[src/rtl/dc_pkg.sv]
package dc_pkg;

    typedef enum logic [1:0] {
        LINK_BCD   = 2'b00,
        LINK_BIQ   = 2'b01,
        LINK_INDEP = 2'b10,
        LINK_SPARE = 2'b11
    } link_e;

    typedef enum logic [1:0] {
        CTL_COUNT  = 2'b00,
        CTL_CLEAR  = 2'b01,
        CTL_PRESET = 2'b10
    } ctl_e;

    localparam int          QUIN_W    = 3;
    localparam int          COUNT_W   = QUIN_W + 1;
    localparam logic [2:0]  QUIN_LAST = 3'd4;
    localparam logic [3:0]  COUNT_NINE = 4'd9;

    typedef struct packed {
        logic [QUIN_W-1:0] quin;
        logic              half;
    } count_t;

    // Modulo-five successor; unused codes return to zero.
    function automatic logic [QUIN_W-1:0] quin_next(input logic [QUIN_W-1:0] q);
        return (q >= QUIN_LAST) ? '0 : q + 1'b1;
    endfunction

    // Preset beats clear beats counting.
    function automatic ctl_e ctl_decode(input logic c_a, input logic c_b,
                                        input logic p_a, input logic p_b);
        if (p_a && p_b)      return CTL_PRESET;
        else if (c_a && c_b) return CTL_CLEAR;
        else                 return CTL_COUNT;
    endfunction

endpackage

[src/rtl/dc_fall_detect.sv]
module dc_fall_detect #(
    parameter int SYNC_STAGES = 2
) (
    input  logic clk,
    input  logic rst,
    input  logic strobe_i,
    output logic fall_o
);
    logic [SYNC_STAGES-1:0] chain_q;
    logic                   prev_q;

    generate
        for (genvar g = 0; g < SYNC_STAGES; g++) begin : g_sync
            if (g == 0) begin : g_first
                always_ff @(posedge clk) begin
                    if (rst) chain_q[0] <= 1'b0;
                    else     chain_q[0] <= strobe_i;
                end
            end else begin : g_next
                always_ff @(posedge clk) begin
                    if (rst) chain_q[g] <= 1'b0;
                    else     chain_q[g] <= chain_q[g-1];
                end
            end
        end
    endgenerate

    always_ff @(posedge clk) begin
        if (rst) prev_q <= 1'b0;
        else     prev_q <= chain_q[SYNC_STAGES-1];
    end

    assign fall_o = prev_q && !chain_q[SYNC_STAGES-1];

    // A detected fall cannot repeat in the next cycle.
    assert_fall_single_R8: assert property (@(posedge clk) disable iff (rst)
        fall_o |=> !fall_o);

endmodule

[src/rtl/dc_half_stage.sv]
module dc_half_stage
    import dc_pkg::*;
(
    input  logic clk,
    input  logic rst,
    input  ctl_e ctl_i,
    input  logic step_i,
    output logic half_o
);
    logic half_q;

    always_ff @(posedge clk) begin
        if (rst) begin
            half_q <= 1'b0;
        end else begin
            unique case (ctl_i)
                CTL_PRESET: half_q <= 1'b1;
                CTL_CLEAR:  half_q <= 1'b0;
                default:    if (step_i) half_q <= !half_q;
            endcase
        end
    end

    assign half_o = half_q;

    // with counting enabled, a step always flips the bit.
    assert_half_toggle_R7: assert property (@(posedge clk) disable iff (rst)
        (ctl_i == CTL_COUNT && step_i) |=> (half_o != $past(half_o)));

endmodule

[src/rtl/dc_fifth_stage.sv]
module dc_fifth_stage
    import dc_pkg::*;
(
    input  logic              clk,
    input  logic              rst,
    input  ctl_e              ctl_i,
    input  logic              step_i,
    output logic [QUIN_W-1:0] quin_o
);
    logic [QUIN_W-1:0] quin_q;

    always_ff @(posedge clk) begin
        if (rst) begin
            quin_q <= '0;
        end else begin
            unique case (ctl_i)
                CTL_PRESET: quin_q <= QUIN_LAST;
                CTL_CLEAR:  quin_q <= '0;
                default:    if (step_i) quin_q <= quin_next(quin_q);
            endcase
        end
    end

    assign quin_o = quin_q;

    // the stage stays inside its five codes.
    assert_quin_range_R6: assert property (@(posedge clk) disable iff (rst)
        quin_o <= QUIN_LAST);

    // the last code always returns to zero on a step.
    assert_quin_wrap_R6: assert property (@(posedge clk) disable iff (rst)
        (ctl_i == CTL_COUNT && step_i && quin_o == QUIN_LAST) |=> (quin_o == '0));

endmodule

[src/rtl/decade_dual_counter.sv]
module decade_dual_counter
    import dc_pkg::*;
(
    input  logic       clk,
    input  logic       rst,
    input  logic [1:0] mode_i,
    input  logic       tick_a_i,
    input  logic       tick_b_i,
    input  logic       clr_a_i,
    input  logic       clr_b_i,
    input  logic       nine_a_i,
    input  logic       nine_b_i,
    output logic [3:0] count_o
);
    link_e             link;
    ctl_e              ctl;
    logic              fall_a, fall_b;
    logic              half_q;
    logic [QUIN_W-1:0] quin_q;
    logic              bcd_carry, biq_carry;
    logic              half_step, fifth_step;
    count_t            cnt;

    assign link = link_e'(mode_i);
    assign ctl  = ctl_decode(clr_a_i, clr_b_i, nine_a_i, nine_b_i);

    dc_fall_detect #(.SYNC_STAGES(2)) u_fall_a (
        .clk(clk), .rst(rst), .strobe_i(tick_a_i), .fall_o(fall_a)
    );

    dc_fall_detect #(.SYNC_STAGES(2)) u_fall_b (
        .clk(clk), .rst(rst), .strobe_i(tick_b_i), .fall_o(fall_b)
    );

    // Internal cascade edges, seen in the same cycle as their cause.
    assign bcd_carry = fall_a && half_q;
    assign biq_carry = fall_b && (quin_q == QUIN_LAST);

    always_comb begin
        unique case (link)
            LINK_BCD: begin
                half_step  = fall_a;
                fifth_step = bcd_carry;
            end
            LINK_BIQ: begin
                half_step  = biq_carry;
                fifth_step = fall_b;
            end
            default: begin
                half_step  = fall_a;
                fifth_step = fall_b;
            end
        endcase
    end

    dc_half_stage u_half (
        .clk(clk), .rst(rst), .ctl_i(ctl), .step_i(half_step), .half_o(half_q)
    );

    dc_fifth_stage u_fifth (
        .clk(clk), .rst(rst), .ctl_i(ctl), .step_i(fifth_step), .quin_o(quin_q)
    );

    assign cnt.half = half_q;
    assign cnt.quin = quin_q;
    assign count_o  = cnt;

    // both preset inputs high force nine at the next edge.
    assert_preset_nine_R3: assert property (@(posedge clk) disable iff (rst)
        (nine_a_i && nine_b_i) |=> (count_o == COUNT_NINE));

    // clear without preset forces zero at the next edge.
    assert_clear_zero_R2: assert property (@(posedge clk) disable iff (rst)
        (clr_a_i && clr_b_i && !(nine_a_i && nine_b_i)) |=> (count_o == 4'd0));

    // the count never leaves 0..9.
    assert_count_le9_R5: assert property (@(posedge clk) disable iff (rst)
        count_o <= COUNT_NINE);

    // without a strobe edge or a control, the count holds.
    assert_hold_idle_R10: assert property (@(posedge clk) disable iff (rst)
        (!fall_a && !fall_b && ctl == CTL_COUNT) |=> $stable(count_o));

    // the cycle after reset the count is zero.
    assert_reset_zero_R1: assert property (@(posedge clk)
        rst |=> (count_o == 4'd0));

endmodule

[config.mk]
export PLATFORM = sky130hd
export DESIGN_NAME = decade_dual_counter
export DESIGN_NICKNAME = d
export VERILOG_FILES = /design/src/rtl/dc_pkg.sv /design/src/rtl/dc_fall_detect.sv /design/src/rtl/dc_half_stage.sv /design/src/rtl/dc_fifth_stage.sv /design/src/rtl/decade_dual_counter.sv
export SDC_FILE = /design/constraint.sdc
export NUM_CORES = 1
export LEC_CHECK = 0
export BUFFER_PORTS_ARGS = -buffer_cell sky130_fd_sc_hd__buf_2
export CAP_MARGIN = 25
export CORE_AREA = 2 2 39 41
export CTS_CLUSTER_DIAMETER = 60
export DETAILED_ROUTE_END_ITERATION = 10
export DIE_AREA = 0 0 41 43
export GPL_TIMING_DRIVEN = 0
export PLACE_DENSITY = 0.69
export SYNTH_ARGS = -nofsm -noshare
export SYNTH_HDL_FRONTEND = slang
export SYNTH_SLANG_ARGS = --single-unit
[constraint.sdc]
create_clock -name clk -period 1.4 [get_ports clk]
set_input_delay 0.14 -clock clk [delete_from_list [all_inputs] [get_ports clk]]
set_output_delay 0.14 -clock clk [all_outputs]
set_load 0.1 [all_outputs]
==> results of run 1 <==
-- metrics by stage --
| step | power (mW) | setup slack, ns | hold WS [ns] | instances | area [um2] |
|---|---|---|---|---|---|
| 6_report | 0.6560 | 0.07015 | 0.08680 | 81 | 615.6 |
| 5_1_grt | 0.6911 | 0.0007091 | 0.07508 | 81 | 615.6 |
| 4_1_cts | 0.6683 | 0.03982 | 0.07685 | 81 | 604.3 |
| 3_5_place_dp | 0.4079 | 0.05787 | 0.3589 | 77 | 568.0 |
| 3_3_place_gp | 0.4059 | 0.1008 | 0.3502 | 77 | 568.0 |
| 2_1_floorplan | 0.3812 | 0.00009937 | 0.2682 | 49 | 488.0 |
-- final cells by class --
type	count	area (um2)
Clock buffer	4	36.28
Timing Repair Buffer	12	60.06
Inverter	4	15.01
Buffer	2	11.26
Fill cell	141	768.2
Multi-Input combinational cell	33	261.5
Tap cell	16	20.02
Sequential cell	10	211.5
-- registers in the layout, summed over array words and instances (netlist names) --
name and count:
u_fall_b.chain_q 2, u_fall_a.prev_q 1, u_half.half_o 1, u_fall_a.chain_q 2, u_fifth.quin_o 3, u_fall_b.prev_q 1
-- cell families after synthesis --
family / Yosys count / synth area share, %
fa+ha+maj: 2 / 5.249
simple gates: 22 / 30.97
flops: 10 / 41.99
compound gates: 9 / 16.27
buf+inv: 6 / 5.511
-- critical path, delay by kind of cell, from the launching register on --
family	cells	cell delay, ns
flops	1	0.39
buf+inv	2	0.54
-- synthesized netlist by cell type (all sizes together) (2+ instances only) --
cell	number
a22oi	2
nand2	5
nor2b	6
inv	4
a21oi	2
ha	2
nand2b	3
dfxtp	10
or3	2
-- timing repair --
item                                    in CTS  in global routing
hold endpoints to repair                     0                  0
gates resized for setup                      0                  1
endpoints found under the setup margin       0                  2
-- metal layers --
layer	GRT usage [%]	part of all wire, %
met5	0	0
met4	8.000	0.66
met3	4.712	7.9
met2	17.19	47
met1	12.34	45
-- worst paths after layout --
path              slack [ns]           startpoint  depth (start not counted)                  end
setup / recovery        0.07        u_half.half_o                          2           count_o[0]
setup reg to reg        0.09  u_fall_a.chain_q[1]                          4    u_fifth.quin_o[1]
hold / removal          0.09             tick_a_i                          2  u_fall_a.chain_q[0]
hold reg to reg         0.44  u_fall_a.chain_q[0]                          1  u_fall_a.chain_q[1]
-- power groups by stage --
stage	Combinational (mW)	Sequential, mW	Clock [mW]
after floorplan	0.0640	0.317	0
after global placement	0.100	0.306	0
after detailed placement	0.102	0.306	0
after CTS	0.102	0.299	0.267
after global routing	0.114	0.302	0.275
final	0.104	0.300	0.252
==> run metrics, run 1 <==
Leak Pwr=~0.25 nW; top library cells by usage in the layout, fill and taps aside=12 x buf_2, 7 x dfxtp_1, 5 x nor2b_1, 5 x nand2_1; max-cap check violation count=0; critical path launch point type=register; global-route wire length before repair=1.338 mm; number of buffers inserted for hold repair after clock tree synthesis=0; worst slew margin relative to its limit=67.99%; fraction of power spent switching nets=25.83%; die width=41 um; RSZ-0062 raised after global routing=false; Switch Pwr=0.1694 mW; mean cell area of the mapped netlist=slightly below 10 um2; via-per-instance ratio=4.852; clock tree root driver cell=clkbuf_4; number of post-CTS setup repair buffers=0; WP data required=1.26 ns; peak ir drop on the vdd network=approximately 0.00065 V; share of post-route cells with drive strength above 1=40.00%; Syn Std Cell Area=476.7 um2; row count=14; Clock Path Buffers=2; combinational share of power=15.9%; vias in the first global route=around 370; final max-slew violation count=0; gate count after technology mapping=49; Flop pwr share=45.8%; clock-pin slew reported for the worst setup and hold paths after clock tree synthesis=0.07 ns; die footprint=0.001763 mm2; Critical Path Fanout Max=3; pin count of the biggest net entering global routing=11; overall fraction of global-route tracks in use=11.48%; number of synthesized flops with an enable pin=0; Internal=between 0.4 and 0.5 mW; leading cell type in the layout, fill and taps excluded=buf_2; total number of nets in the final design=78; peak per-stage delay on the critical path=0.41 ns; n_diodes=0; Synth Flop Type=dfxtp_1; slowest library cell on the worst path=buf_2; power density of the placed cells=1066 mW/mm2; share of synthesized registers carrying an async set or reset=0%; Synthesized Nets=slightly above 60; capturing element type of the critical path=primary output; most area-consuming cells after synthesis=dfxtp_1 42%, nor2b_1 6.6%, ha_1 5.2%; CTS Buf Count=3; status=finished clean; final standard cell utilization of the core=44.48%; CTS H-tree depth=1; Arr. time, crit path=1.19 ns; total of endpoints with negative setup slack in the final report=0; number of nets with antenna violations after routing=0; total of flip-flops plus latches after synthesis=10; die extent in y=43 um; Worst-Margin Slew=0.4834 ns; number of DRC violations after detailed-routing iteration 0=2; post-DP HPWL=624.6 um; share of the clock period used by the worst path after layout=94.99%; Cell variety after synth=23; number of iterations in the first detailed-routing pass=4; WS Path Type=register to primary output; insertion delay to the later sink of the worst-skew pair=0.26 ns; Area growth, synth to finish=29.13%; share of Yosys cell area claimed by the top area cell type=a little over two fifths; CTS tree=yes; CP cell instances=buf_4 > buf_2; initial antenna violation count=0; relative contribution of the clock network to total power=38.4%; gp weighted congestion=0.6322; skew final=0.005694 ns; # port buffers=12; core area=~0.0014 mm2; clock net sink count=10; Final Hold Vio Count=0; starting utilization of the core area=34.45%; worst hold-check path type=input port to register; Synth area leader=dfxtp_1; total negative slack=0 ns; part of the Yosys area used for sequential elements=41.99%; number of vias after detailed routing=393; routed length per instance=9.395 um; I/O Pins=14; final critical-path required period=1.330 ns; leftover overflow at the end of global routing=0; drt total wl=approximately 760 um; highest attainable clock frequency=~750 MHz; Residual DRC=0; count of synthesis-stage warnings from yosys=0
No activity file was read; power rests on OpenSTA's default activity.
==> inputs of run 2 (changes only) <==
- PLACE_DENSITY: 0.69 -> unset
==> run 2 against run 1 <==
Register-to-register slack about the same. Flip-flop and latch count is the same. Cell count is 1.2% higher. First-iteration DRC count up 100%. Sequential share of layout area shrank 0.41 points. Via count shrank 0.76%. Fmax is 0.24% lower. Total power up 0.66%. Hold slack better by 0.0052 ns. Count of clock-buffer cells in the layout did not move. Critical path depth is the same. Highest routed layer unchanged. Largest power group unchanged. Clock skew fell by 0.00069 ns.
==> run metrics, run 2 (synthesis gave the netlist of run 1 again) <==
met2 Use GR=16.88%; total of endpoints with negative setup slack in the final report=0; vias in the first global route=324; power density of the placed cells=1060 mW/mm2; CTS tree=yes; die extent in y=43 um; gp weighted congestion=approximately 0.66; die footprint=between 0.0015 and 0.002 mm2; # port buffers=12; Biggest register=u_fifth.quin_o; final standard cell utilization of the core=between 40% and 50%; leading cell type in the layout, fill and taps excluded=buf_2; slowest library cell on the worst path=buf_2; highest attainable clock frequency=750.2 MHz; clock net sink count=10; CP cell instances=buf_4 > buf_2; fraction of power spent switching nets=26.23%; share of the clock period used by the worst path after layout=95.22%; Flop pwr share=a little under half; total negative slack=0 ns; number of nets with antenna violations after routing=0; clock tree root driver cell=clkbuf_4; GRT met1 Usage=between 10% and 20%; max-cap check violation count=0; Crit path max-delay family=buffers and inverters; final max-slew violation count=0; drt total wl=841 um; flip-flop count of the largest register after layout=3; status=finished clean; share of post-route cells with drive strength above 1=about two fifths; peak ir drop on the vdd network=0.0005766 V; worst hold-check path type=input port to register; global-route wire length before repair=1.297 mm; skew final=about 0.005 ns; final standard cell area without fillers=623.1 um2; met3 routing resource usage after global routing=6.283%; Critical Path Fanout Max=3; overall fraction of global-route tracks in use=between 10% and 20%; top library cells by usage in the layout, fill and taps aside=12 x buf_2, 7 x dfxtp_1, 5 x nor2b_1, 5 x nand2_1; number of DRC violations after detailed-routing iteration 0=4; starting utilization of the core area=34.45%; final critical-path setup slack=approximately 0.067 ns; combinational share of power=between 10% and 20%; CTS H-tree depth=1; Worst-Margin Slew=0.4861 ns; number of iterations in the first detailed-routing pass=2; n_diodes=0; final cell count without fillers=82; capturing element type of the critical path=primary output; routed length per instance=10.26 um; Clock Path Buffers=2; largest registers=u_fifth.quin_o (3), u_fall_a.chain_q (2), u_fall_b.chain_q (2); worst slew margin relative to its limit=67.82%; Area growth, synth to finish=30.71%; number of vias after detailed routing=390; CTS Buf Count=3; post-placement cell area=568.0 um2; total of fill cells in the finished design=131; die width=41 um; insertion delay to the later sink of the worst-skew pair=between 0.2 and 0.3 ns; via-per-instance ratio=4.756; Placed Instances=between 70 and 80; final critical-path required period=around 1.3 ns; clock-pin slew reported for the worst setup and hold paths after clock tree synthesis=0.07 ns; total number of nets in the final design=79; pre-CTS setup slack=approximately 0.08 ns; peak per-stage delay on the critical path=about 0.4 ns; relative contribution of the clock network to total power=between 30% and 40%; leftover overflow at the end of global routing=0; row count=14; Residual DRC=0; Final Hold Vio Count=0; pin count of the biggest net entering global routing=11; I/O Pins=14; Arr. time, crit path=1.19 ns; initial antenna violation count=0; Buf+Inv Stages, Crit Path=2; WS Path Type=register to primary output; most crowded layer after global routing=met2; core area=0.001384 mm2; Leak Pwr=about 0.26 nW; WP data required=about 1.3 ns; Switch Pwr=between 0.15 and 0.2 mW; number of buffers inserted for hold repair after clock tree synthesis=0; Internal=a little under 0.5 mW; RSZ-0062 raised after global routing=false; critical path launch point type=register; post-DP HPWL=648.2 um
[run 2: changes by cell type in the layout (fill, tap and decap cells not counted)]
cell / previous run / this run
buf_4: 1 / 2
[run 2: per-layer routing]
layer | vias to the layer above | share of wire [%]
li1 | 207 | -
met1 | 169 | 48
met2 | 12 | 45
met3 | 2 | 6.2
met4 | 0 | 0.95
met5 | - | 0
[run 2: worst paths after layout]
check	start	endpoint	slack [ns]	depth (start not counted)
setup / recovery	u_half.half_o	count_o[0]	0.07	2
hold / removal	tick_a_i	u_fall_a.chain_q[0]	0.09	2
setup reg to reg	u_fifth.quin_o[0]	u_half.half_o	0.09	6
hold reg to reg	u_fall_b.chain_q[0]	u_fall_b.chain_q[1]	0.44	1
[run 2: what timing repair did]
item                                    in CTS  in global routing
buffers inserted                             0                  1
endpoints found under the setup margin       0                  2
endpoints found under the hold margin        0                  0
resized for setup                            0                  1
[run 2: layout make-up]
cell class              count  area, um2  area share [%]
plain buffers               2      11.26           1.807
clock buffers               4      36.28           5.823
inverters                   4      15.01           2.410
multi-input cells          33      261.5           41.97
flip-flops and latches     10      211.5           33.94
well taps                  16      20.02           3.213
repair buffers             13      67.56           10.84
[run 2: stage by stage]
step	total power [mW]	hold WS [ns]
after floorplan	0.3812	0.2682
after global placement	0.4069	0.3514
after detailed placement	0.4097	0.3603
after CTS	0.6721	0.08384
after global routing	0.6990	0.08015
final	0.6603	0.09201
[run 2: power groups by stage]
| stage | logic, mW | registers [mW] | clock network, mW |
|---|---|---|---|
| 2_1_floorplan | 0.0640 | 0.317 | 0 |
| 3_3_place_gp | 0.101 | 0.306 | 0 |
| 3_5_place_dp | 0.104 | 0.306 | 0 |
| 4_1_cts | 0.104 | 0.300 | 0.269 |
| 5_1_grt | 0.115 | 0.302 | 0.282 |
| 6_report | 0.106 | 0.300 | 0.254 |
[run 2: worst reg2reg max path, cell delays in order, from the launching register on]
cell and delay, ns:
dfxtp_4 0.36, inv_2 0.04, ha_1 0.13, nand2_1 0.06, or3_1 0.35, and4_1 0.17
a211oi_2 0.13
==> inputs of run 3 (changes only) <==
- GPL_TIMING_DRIVEN: 0 -> unset
==> run 3 against run 2 <==
Via count shrank 1.8%. Final area shrank 2.2%. Non-clock buffer count fell by 2. Clock power hardly changed. Combinational power shrank 5%. Hold slack improved by 0.00095 ns. Largest power group unchanged.
==> run metrics, run 3 (synthesis gave the netlist of run 1 again) <==
peak ir drop on the vdd network=~0.00058 V; beginning of the worst hold path=tick_b_i; global-route wire length before repair=about 1.2 mm; final max-slew violation count=0; Critical Path Fanout Max=5; Worst-Margin Slew=0.4843 ns; flip-flop count of the largest register after layout=3; leftover overflow at the end of global routing=0; final critical-path setup slack=0.1022 ns; die width=between 40 and 50 um; WS Path Type=register to register; highest attainable clock frequency=770.5 MHz; die footprint=about 0.0018 mm2; Biggest register=u_fifth.quin_o; launch point of the worst reg-to-reg path=u_fifth.quin_o[0]; WP data required=1.59 ns; number of cells traversed by the worst hold path=2; max-cap check violation count=0; clock net sink count=10; total negative slack=0 ns; worst hold-check path type=input port to register; n_diodes=0; number of nets with antenna violations after routing=0; starting utilization of the core area=34.45%; initial antenna violation count=0; row count=14; number of iterations in the first detailed-routing pass=2; capture point of the worst reg-to-reg path=u_half.half_o; total number of nets in the final design=77; largest registers=u_fifth.quin_o (3), u_fall_a.chain_q (2), u_fall_b.chain_q (2); peak per-stage delay on the critical path=about 0.36 ns; status=finished clean; slowest library cell on the worst path=dfxtp_4; number of vias after detailed routing=383; number of DRC violations after detailed-routing iteration 0=1; total of endpoints with negative setup slack in the final report=0; CTS H-tree depth=1; overall fraction of global-route tracks in use=10.99%; gp weighted congestion=0.6563; final critical-path required period=1.298 ns; Clock Path Buffers=2; # port buffers=13; share of the clock period used by the worst path after layout=between 90% and 100%; clock-pin slew reported for the worst setup and hold paths after clock tree synthesis=0.07 ns; Min-Delay Endpoint=u_fall_b.chain_q[0]; pre-CTS setup slack=between 0.08 and 0.09 ns; power density of the placed cells=1077 mW/mm2; post-DP HPWL=624.5 um; pin count of the biggest net entering global routing=11; I/O Pins=14; number of post-CTS setup repair buffers=0; Residual DRC=0; top library cells by usage in the layout, fill and taps aside=13 x buf_2, 7 x dfxtp_1, 5 x nor2b_1, 5 x nand2_1; Arr. time, crit path=~1.5 ns; CTS Buf Count=3; core area=0.001384 mm2; share of post-route cells with drive strength above 1=40.63%; critical path launch point type=register; skew final=0.006893 ns; leading cell type in the layout, fill and taps excluded=buf_2; die extent in y=43 um; vias in the first global route=312; clock tree root driver cell=clkbuf_4; Worst R2R Setup Slack=approximately 0.10 ns; CTS tree=yes; depth of the most critical reg-to-reg path=6; Leak Pwr=0.2519 nW; CP cell instances=inv_2 > ha_1 > nand2_1 > or3_1 > and4_1 > a211oi_2; Area growth, synth to finish=27.82%; capturing element type of the critical path=register; worst slew margin relative to its limit=67.93%; insertion delay to the later sink of the worst-skew pair=about 0.26 ns; routed length per instance=around 9.9 um; drt total wl=789 um; via-per-instance ratio=4.788; Final Hold Vio Count=0
[run 3: cell count changes in the layout (fill, tap and decap cells not counted)]
| cell | before | now |
|---|---|---|
| buf_2 | 12 | 13 |
| buf_4 | 2 | 0 |
| clkbuf_1 | 1 | 0 |
[run 3: worst max path at each step]
stage                         from                end  cells past startpoint
2_1_floorplan    u_fifth.quin_o[0]      u_half.half_o                      6
3_3_place_gp     u_fifth.quin_o[0]      u_half.half_o                      6
3_5_place_dp   u_fall_a.chain_q[1]  u_fifth.quin_o[1]                      4
4_1_cts        u_fall_a.chain_q[1]  u_fifth.quin_o[1]                      4
5_1_grt        u_fall_a.chain_q[1]  u_fifth.quin_o[1]                      4
6_report         u_fifth.quin_o[0]      u_half.half_o                      6
[run 3: per-layer routing]
layer  GRT usage, %  wire length (um)
met4          4.000                 0
met5              0                 0
met3          7.853                57
met2          15.63               365
met1          12.38               366
[run 3: cell type report]
type	count	area (um2)
inverter	4	15.01
sequential	10	211.5
fill	137	774.5
clock buffer	4	36.28
multi-input combinational	33	261.5
timing repair buffer	13	65.06
tap	16	20.02
[run 3: worst max-delay path: cells and delay by family, from the launching register on]
kind            cells  cell delay (ns)
simple gates        3             0.54
flops               1             0.36
compound gates      1             0.17
fa+ha+maj           1             0.13
buf+inv             1             0.04
[run 3: power breakdown]
group	switching [mW]	internal [mW]
clock	0.0972	0.158
sequential	0.00869	0.292
combinational	0.0664	0.0346
[run 3: metrics by stage]
| stage | hold WS (ns) | std cells | total power, mW | util [%] | instance area (um2) |
|---|---|---|---|---|---|
| 2_1_floorplan | 0.2682 | 49 | 0.3812 | - | 488.0 |
| 3_3_place_gp | 0.3537 | 76 | 0.4044 | 40.60 | 561.8 |
| 3_5_place_dp | 0.3609 | 76 | 0.4050 | 40.60 | 561.8 |
| 4_1_cts | 0.08444 | 80 | 0.6676 | 43.22 | 598.1 |
| 5_1_grt | 0.07525 | 80 | 0.6991 | 44.03 | 609.3 |
| 6_report | 0.09296 | 80 | 0.6563 | 44.03 | 609.3 |
[run 3: timing repair]
action	4_1_cts	5_1_grt
hold buffers	0	0
gates resized for setup	0	1
endpoints found under the setup margin	0	1
